$ cat src/rtl/dtc_pkg.sv
package dtc_pkg;

   localparam int DEF_FEAT_W = 8;
   localparam int DEF_N_FEAT = 8;
   localparam int DEF_LEVELS = 3;

   function automatic int max2(input int a, input int b);
      return (a > b) ? a : b;
   endfunction

   function automatic bit is_pow2(input int v);
      return (v > 0) && ((v & (v - 1)) == 0);
   endfunction

endpackage

$ cat src/rtl/dtc_cfg_bank.sv
module dtc_cfg_bank #(
   parameter int FEAT_W = 8,
   parameter int SEL_W  = 3,
   parameter int NODES  = 7,
   parameter int LEAVES = 8,
   parameter int ADDR_W = 3,
   parameter int DATA_W = 12
) (
   input  logic                     clk_i,
   input  logic                     rst_ni,
   input  logic                     wr_en_i,
   input  logic [ADDR_W-1:0]        wr_addr_i,
   input  logic [DATA_W-1:0]        wr_data_i,
   output logic [NODES*FEAT_W-1:0]  thr_o,
   output logic [NODES*SEL_W-1:0]   sel_o,
   output logic [NODES-1:0]         inv_o,
   output logic [LEAVES-1:0]        leaf_o
);

   localparam int INV_POS = FEAT_W + SEL_W;

   logic unused_data;
   assign unused_data = ^wr_data_i;

   for (genvar n = 0; n < NODES; n++) begin : g_node_reg
      logic hit;
      logic [FEAT_W-1:0] thr_q;
      logic [SEL_W-1:0]  sel_q;
      logic              inv_q;

      assign hit = wr_en_i && (wr_addr_i == ADDR_W'(n));

      always_ff @(posedge clk_i or negedge rst_ni) begin
         if (!rst_ni) begin
            thr_q <= '0;
            sel_q <= '0;
            inv_q <= 1'b0;
         end else if (hit) begin
            thr_q <= wr_data_i[FEAT_W-1:0];
            sel_q <= wr_data_i[FEAT_W +: SEL_W];
            inv_q <= wr_data_i[INV_POS];
         end
      end

      assign thr_o[n*FEAT_W +: FEAT_W] = thr_q;
      assign sel_o[n*SEL_W +: SEL_W]   = sel_q;
      assign inv_o[n]                  = inv_q;
   end

   logic leaf_hit;
   logic [LEAVES-1:0] leaf_q;

   assign leaf_hit = wr_en_i && (wr_addr_i == ADDR_W'(NODES));

   always_ff @(posedge clk_i or negedge rst_ni) begin
      if (!rst_ni) begin
         leaf_q <= '0;
      end else if (leaf_hit) begin
         leaf_q <= wr_data_i[LEAVES-1:0];
      end
   end

   assign leaf_o = leaf_q;

endmodule

$ cat src/rtl/dtc_node.sv
module dtc_node #(
   parameter int FEAT_W = 8,
   parameter int N_FEAT = 8,
   parameter int SEL_W  = 3
) (
   input  logic [N_FEAT*FEAT_W-1:0] feat_i,
   input  logic [SEL_W-1:0]         sel_i,
   input  logic [FEAT_W-1:0]        thr_i,
   input  logic                     inv_i,
   output logic [FEAT_W-1:0]        pick_o,
   output logic                     dec_o
);

   logic [FEAT_W-1:0] pick;
   logic              above;

   always_comb begin
      pick = '0;
      for (int k = 0; k < N_FEAT; k++) begin
         if (sel_i == SEL_W'(k)) begin
            pick = feat_i[k*FEAT_W +: FEAT_W];
         end
      end
   end

   assign above  = (pick > thr_i);
   assign dec_o  = above ^ inv_i;
   assign pick_o = pick;

endmodule

$ cat src/rtl/dtc_path.sv
module dtc_path #(
   parameter int LEVELS = 3,
   parameter int NODES  = 7,
   parameter int LEAVES = 8
) (
   input  logic [NODES-1:0]  dec_i,
   input  logic [LEAVES-1:0] leaf_i,
   output logic [LEVELS-1:0] leaf_idx_o,
   output logic              class_o
);

   localparam int NODE_W = $clog2(NODES);

   logic [LEVELS-1:0] pos;
   logic [NODE_W-1:0] node;

   always_comb begin
      pos  = '0;
      node = '0;
      for (int l = 0; l < LEVELS; l++) begin
         node = NODE_W'((1 << l) - 1) + NODE_W'(pos);
         pos  = {pos[LEVELS-2:0], dec_i[node]};
      end
   end

   assign leaf_idx_o = pos;
   assign class_o    = leaf_i[pos];

endmodule

$ cat src/rtl/dtc_classifier.sv
module dtc_classifier #(
   parameter int  FEAT_W = dtc_pkg::DEF_FEAT_W,
   parameter int  N_FEAT = dtc_pkg::DEF_N_FEAT,
   parameter int  LEVELS = dtc_pkg::DEF_LEVELS,
   localparam int NODES  = (1 << LEVELS) - 1,
   localparam int LEAVES = 1 << LEVELS,
   localparam int SEL_W  = $clog2(N_FEAT),
   localparam int CFG_W  = FEAT_W + SEL_W + 1,
   localparam int DATA_W = dtc_pkg::max2(CFG_W, LEAVES),
   localparam int ADDR_W = $clog2(NODES + 1)
) (
   input  logic                     clk_i,
   input  logic                     rst_ni,
   input  logic                     wr_en_i,
   input  logic [ADDR_W-1:0]        wr_addr_i,
   input  logic [DATA_W-1:0]        wr_data_i,
   input  logic                     frame_i,
   input  logic [N_FEAT*FEAT_W-1:0] feat_i,
   output logic                     valid_o,
   output logic                     class_o
);

   if (LEVELS < 2) begin : g_bad_levels
      $error("dtc_classifier: LEVELS must be at least 2");
   end
   if (FEAT_W < 1) begin : g_bad_width
      $error("dtc_classifier: FEAT_W must be positive");
   end
   if (!dtc_pkg::is_pow2(N_FEAT) || N_FEAT < 2) begin : g_bad_nfeat
      $error("dtc_classifier: N_FEAT must be a power of two, at least 2");
   end

   logic [NODES*FEAT_W-1:0] thr_flat;
   logic [NODES*SEL_W-1:0]  sel_flat;
   logic [NODES-1:0]        inv_vec;
   logic [LEAVES-1:0]       leaf_q;
   logic [NODES*FEAT_W-1:0] node_feat;
   logic [NODES-1:0]        node_dec;
   logic [LEVELS-1:0]       leaf_idx;
   logic                    cls_next;

   dtc_cfg_bank #(
      .FEAT_W (FEAT_W),
      .SEL_W  (SEL_W),
      .NODES  (NODES),
      .LEAVES (LEAVES),
      .ADDR_W (ADDR_W),
      .DATA_W (DATA_W)
   ) u_cfg (
      .clk_i     (clk_i),
      .rst_ni    (rst_ni),
      .wr_en_i   (wr_en_i),
      .wr_addr_i (wr_addr_i),
      .wr_data_i (wr_data_i),
      .thr_o     (thr_flat),
      .sel_o     (sel_flat),
      .inv_o     (inv_vec),
      .leaf_o    (leaf_q)
   );

   for (genvar n = 0; n < NODES; n++) begin : g_nodes
      dtc_node #(
         .FEAT_W (FEAT_W),
         .N_FEAT (N_FEAT),
         .SEL_W  (SEL_W)
      ) u_node (
         .feat_i (feat_i),
         .sel_i  (sel_flat[n*SEL_W +: SEL_W]),
         .thr_i  (thr_flat[n*FEAT_W +: FEAT_W]),
         .inv_i  (inv_vec[n]),
         .pick_o (node_feat[n*FEAT_W +: FEAT_W]),
         .dec_o  (node_dec[n])
      );
   end

   dtc_path #(
      .LEVELS (LEVELS),
      .NODES  (NODES),
      .LEAVES (LEAVES)
   ) u_path (
      .dec_i      (node_dec),
      .leaf_i     (leaf_q),
      .leaf_idx_o (leaf_idx),
      .class_o    (cls_next)
   );

   logic valid_q;
   logic class_q;

   always_ff @(posedge clk_i or negedge rst_ni) begin
      if (!rst_ni) begin
         valid_q <= 1'b0;
         class_q <= 1'b0;
      end else begin
         valid_q <= frame_i;
         if (frame_i) begin
            class_q <= cls_next;
         end
      end
   end

   assign valid_o = valid_q;
   assign class_o = class_q;

   logic unused_idx;
   assign unused_idx = ^leaf_idx;

endmodule

$ cat config.mk
export PLATFORM = sky130hd
export DESIGN_NAME = dtc_classifier
export DESIGN_NICKNAME = d
export VERILOG_FILES = /design/src/rtl/dtc_pkg.sv /design/src/rtl/dtc_cfg_bank.sv /design/src/rtl/dtc_node.sv /design/src/rtl/dtc_path.sv /design/src/rtl/dtc_classifier.sv
export SDC_FILE = /design/constraint.sdc
export NUM_CORES = 1
export LEC_CHECK = 0
export BUFFER_PORTS_ARGS = -buffer_cell sky130_fd_sc_hd__buf_2
export CORE_MARGIN = 4
export CORE_UTILIZATION = 40
export CTS_BUF_LIST = sky130_fd_sc_hd__clkbuf_8
export DETAILED_ROUTE_END_ITERATION = 16
export GPL_ROUTABILITY_DRIVEN = 0
export PLACE_DENSITY = 0.67
export SLEW_MARGIN = 40
export SYNTH_ARGS = -nofsm -noshare
export SYNTH_HDL_FRONTEND = slang
export SYNTH_HIERARCHICAL = 1
export SYNTH_SLANG_ARGS = --single-unit
$ cat constraint.sdc
create_clock -name clk_i -period 7.95 [get_ports clk_i]
set_clock_uncertainty 0.1 [all_clocks]
set_input_delay 1.9875 -clock clk_i [delete_from_list [all_inputs] [get_ports clk_i]]
set_output_delay 1.9875 -clock clk_i [all_outputs]
set_load 0.01 [all_outputs]
==> Word level (Yosys, flattened, before mapping) <==
Index checks and enable logic that the tools add are counted.
{ "word_totals": {"register_bits": 94, "latch_bits": 0, "ramBits": 0, "romBits": 0, "inputBits": 83, "out_inout_bits": 2, "word_cells": 177, "n_memories": 0} }
{ "op_classes": {"n_addsub": 2, "n_mul": 0, "div": 0, "order_cmp": 10, "eq_ne": 56, "shift": 0, "muxes": 62, "bitwise_logic": 7, "n_reduce_logical": 16} }
{ "op_table": {"columns": ["op", "n"], "rows": [
  ["$mux 8", 56],
  ["$eq 3x3->1 const B", 32],
  ["$gt 8x8->1", 7],
  ["$eq 3x2->1 const B", 16],
  ["$eq 3x1->1 const B", 8],
  ["$logic_not 3->1", 8],
  ["$lt 3x4->1 const B", 3],
  ["$bmux 1 s3", 3],
  ["$logic_and 1x1->1", 8],
  ["$xor 1x1->1", 7],
  ["$add 2x2->3 const A", 1],
  ["$mux 1", 3],
  ["$add 1x1->2 const A", 1]
]} }

==> Longest topological paths before layout <==
{ "depth": {"word_depth": 19, "ltp_mapped": 15, "depth_no_buf": 13} }

==> Cells and area by module <==
The synthesis kept the hierarchy.
{ "modules_own_cells": {"columns": ["mod", "instances", "cells_each", "area_each_um2", "seq_area_each_um2"], "rows": [
  ["dtc_node", 7, 56, 749.5, 0.0],
  ["dtc_cfg_bank", 1, 206, 3701.0, 2302.2],
  ["dtc_path", 1, 23, 151.4, 0.0],
  ["dtc_classifier", 1, 3, 65.1, 50.0]
]} }

==> Worst setup path before layout <==
No wires, ideal clock.
{ "synth_path": {"path_type": "in2reg", "start": "input feat_i[41]", "end": "register class_q, in the netlist class_o", "setup_ns": 0.125, "t_arrival_ns": 4.709, "slack_ns": 3.016, "path_stages": 13, "path_buffers": 0, "path_cell_list": "mux4_1 > mux2_2 > ha_1 > nor2b_1 > o211ai_1 > a21oi_1 > o32ai_1 > xnor2_1 > nor2b_1 > a221oi_1 > a31oi_1 > o21a_1 > mux2_4"} }
{ "synth_rtl": {"columns": ["item", "line_no", "source"], "rows": [
  ["start: declaration", "dtc_classifier.sv:18", "input logic [N_FEAT*FEAT_W-1:0] feat_i,"],
  ["$mux 8 (*) (3 in a row)", "dtc_node.sv:20", "if (sel_i == SEL_W'(k)) begin"],
  ["net node_feat[9]", "dtc_classifier.sv:37", "logic [NODES*FEAT_W-1:0] node_feat;"],
  ["$gt 8x8->1 (*)", "dtc_node.sv:26", "assign above = (pick > thr_i);"],
  ["$xor 1x1->1 (*)", "dtc_node.sv:27", "assign dec_o = above ^ inv_i;"],
  ["net node_dec[1]", "dtc_classifier.sv:38", "logic [NODES-1:0] node_dec;"],
  ["$bmux 1 s3", "dtc_path.sv:22", "pos = {pos[LEVELS-2:0], dec_i[node]};"],
  ["$mux 1 (not written as such)", "dtc_path.sv:22", null],
  ["$add 2x2->3", "dtc_path.sv:21", "node = NODE_W'((1 << l) - 1) + NODE_W'(pos);"],
  ["$bmux 1 s3", "dtc_path.sv:22", null],
  ["$mux 1 (not written as such)", "dtc_path.sv:22", null],
  ["$bmux 1 s3 (*)", "dtc_path.sv:27", "assign class_o = leaf_i[pos];"],
  ["$mux 1 (not written as such) (*)", "dtc_path.sv:27", null],
  ["net cls_next", "dtc_classifier.sv:40", "logic cls_next;"],
  ["end signal: assignment", "dtc_classifier.sv:97", "class_q <= cls_next;"],
  ["end: declaration", "dtc_classifier.sv:88", "logic class_q;"]
]} }
The timed path passes the listed nets; every way through them passes the cells marked *. The select of a mux whose other input is x is not followed.
A chain may end at the register's enable or synchronous reset.

==> Worst setup path after layout <==
{ "layout_path": {"start": "input feat_i[9]", "end": "register class_q, in the netlist class_o"} }
{ "layout_rtl": {"columns": ["item", "line_no"], "rows": [
  ["$mux 8 (*) (7 in a row)", "dtc_node.sv:20"],
  ["net node_feat[9]", "dtc_classifier.sv:37"],
  ["$gt 8x8->1 (*)", "dtc_node.sv:26"],
  ["$xor 1x1->1 (*)", "dtc_node.sv:27"],
  ["net node_dec[1]", "dtc_classifier.sv:38"],
  ["$bmux 1 s3", "dtc_path.sv:22"],
  ["$mux 1 (not written as such)", "dtc_path.sv:22"],
  ["$add 2x2->3", "dtc_path.sv:21"],
  ["$bmux 1 s3", "dtc_path.sv:22"],
  ["$mux 1 (not written as such)", "dtc_path.sv:22"],
  ["$bmux 1 s3 (*)", "dtc_path.sv:27"],
  ["$mux 1 (not written as such) (*)", "dtc_path.sv:27"],
  ["net cls_next", "dtc_classifier.sv:40"]
]} }
Marks and branches as above.

==> impl_results.md <==
- Status: complete, no violations
- Most frequent cells in the layout: mux2_2 (108), mux4_1 (105), dfrtp_1 (85)
- Syn Nets: 751
- Core Area: 22,100 um^2
- Starting density of the core: 0.412
- Minimum clock period: 5.10 ns
- First-pass GRT wire length: 37.9 mm
- Largest net degree at the start of global routing: 82
- Vias in the first global route: 6,104
- Antenna violations before repair: 0
- Met1 Use GR: 0.272
- Sink Count: 94
- IO Port Bufs: 84
- Fill cells: 1,983
- Post-CTS Setup Inserts: 0
- RSZ-0062 raised after global routing: false
- DR vias/cell: 6.32
- Die Ht: 159 um
- Site row count: 54
- Final setup violating endpoints: 0
- Syn_area_per_cell: 14.9 um^2
- CP top delay family: compound AO/OA/AOI/OAI gates
- Met3 usage: 0.0373
- Hold slack: 0.411 ns
- Die ar.: 25,200 um^2
- Worst EP required: 8.11 ns
- Setup tns final: 0 ns
- Synthesized area: 9100 um^2
- Nets@finish: 801
- Most used cell along the critical path: nor2b_1
- Die X: 159 um
- Max_cap viols: 0
- Share of post-route cells with drive strength above 1: 0.400
- Antenna Cells: 0
- CP Class: in2reg
- Routed WL: 24.9 mm
- Dpl hpwl: 18.0 mm
- Commonest non-fill, non-tap cell in the layout: mux2_2
- Post-CTS Resized: 0
- CP Data Arrival Time: 5.25 ns
- GRT met2 Usage: 0.313
- CP peak stage delay: 0.54 ns
- Drt wl/cell: 26.3 um
- Violation count after the first detailed-route iteration: 472
- TritonRoute pass-1 iters: 4
- Busiest layer in global routing: met2
- Least-Margin Pin Slew: 0.845 ns
- Tcrit/Tclk final: 0.641
- Worst-skew pair later-pin latency: 0.37 ns
- Max frequency: 196 MHz
- CTS tree: yes
- Hold Crit Class: reg2reg
- Slew Limit Fails: 0
- Crit-path cells: buf_2 > mux4_1 > mux2_2 > ha_1 > nor2b_1 > o211ai_1 > a21oi_1 > o32ai_1 > xnor2_1 > nor2b_1 > a221oi_1 > a31oi_1 > o21a_1 > mux2_4
- Bufs on Longest Clock Path: 2
- Global route total overflow: 0
- Post-Syn Instances: 612
- Reg clk slew, reported paths: 0.09 ns
- Total track usage: 0.194
- Critical-path top delay cell: mux4_1
- Slew HR: 0.434
- Power per standard cell area: 243 nW/um^2
- Remaining antenna violation count: 0
- DRC Markers: 0
- Worst path buffer plus inverter count: 1
- VDD IR max: 0.000140 V
- YS warnings: 6
- CP endpoint kind: register
- LEAKAGE: 0.00426 uW
- H-Tree Depth: 3
- Layout area overhead: 6.97%
- Crit start category: primary input
- CTS Buf Count: 9
- Top Ports: 85
- Routed via count: 5,987
- Fin. Hold Viols: 0
- CTS Hold Bufs: 0
- Root buf cell: clkbuf_8
- Max Fanout on Critical Path: 7
[registers in the layout, indices dropped and copies added (netlist names)]
name / cells
valid_o: 1
class_o: 1
u_cfg/leaf_o: 8
u_cfg/g_node.thr_q: 56
u_cfg/g_node.inv_q: 7
u_cfg/g_node.sel_q: 21
[report_power, final]
part / switching [uW] / total, uW / internal, uW
combinational: 497 / 1170 / 672
clock: 173 / 390 / 217
sequential: 224 / 807 / 583
total: 894 / 2370 / 1470
[stage by stage]
stage | power [uW] | cell area (um^2) | instances | setup slack, ns | util
floorplan | 1660 | 9100 | 612 | 3.06 | -
global placement | 1940 | 9440 | 927 | 2.58 | 0.427
detailed placement | 1960 | 9480 | 930 | 2.51 | 0.429
CTS | 2370 | 9730 | 946 | 2.90 | 0.440
global route | 2520 | 9740 | 947 | 2.76 | 0.441
finish | 2370 | 9740 | 947 | 2.85 | 0.441
[path summary, 6_finish.rpt]
| path | slack [ns] | from | cells past startpoint | end |
|---|---|---|---|---|
| max | 2.85 | feat_i[9] | 14 | class_o |
| min | 0.41 | u_cfg/g_node_reg[6].thr_q[1] | 1 | u_cfg/g_node_reg[6].thr_q[1] |
| max reg2reg | 3.74 | u_cfg/g_node_reg[1].sel_q[0] | 13 | class_o |
| min reg2reg | 0.41 | u_cfg/g_node_reg[6].thr_q[1] | 1 | u_cfg/g_node_reg[6].thr_q[1] |
| max in group asynchronous | 5.38 | rst_ni | 2 | u_cfg/g_node_reg[2].sel_q[1] |
| min in group asynchronous | 1.36 | rst_ni | 1 | u_cfg/g_node_reg[0].thr_q[0] |
[routing by layer]
layer | routed length (um) | share of wire
met1 | 11100 | 0.44
met2 | 11700 | 0.47
met3 | 1470 | 0.059
met5 | 0 | 0
met4 | 661 | 0.027
[area by class of cell]
| cell class | count | area (um^2) | area share |
|---|---|---|---|
| multi-input cells | 418 | 6120 | 0.629 |
| clock buffers | 10 | 138 | 0.0141 |
| inverters | 50 | 188 | 0.0193 |
| well taps | 280 | 350 | 0.0360 |
| repair buffers | 89 | 464 | 0.0477 |
| clock inverters | 6 | 110 | 0.0113 |
| flip-flops and latches | 94 | 2360 | 0.243 |
No activity file was read; power rests on OpenSTA's default activity.
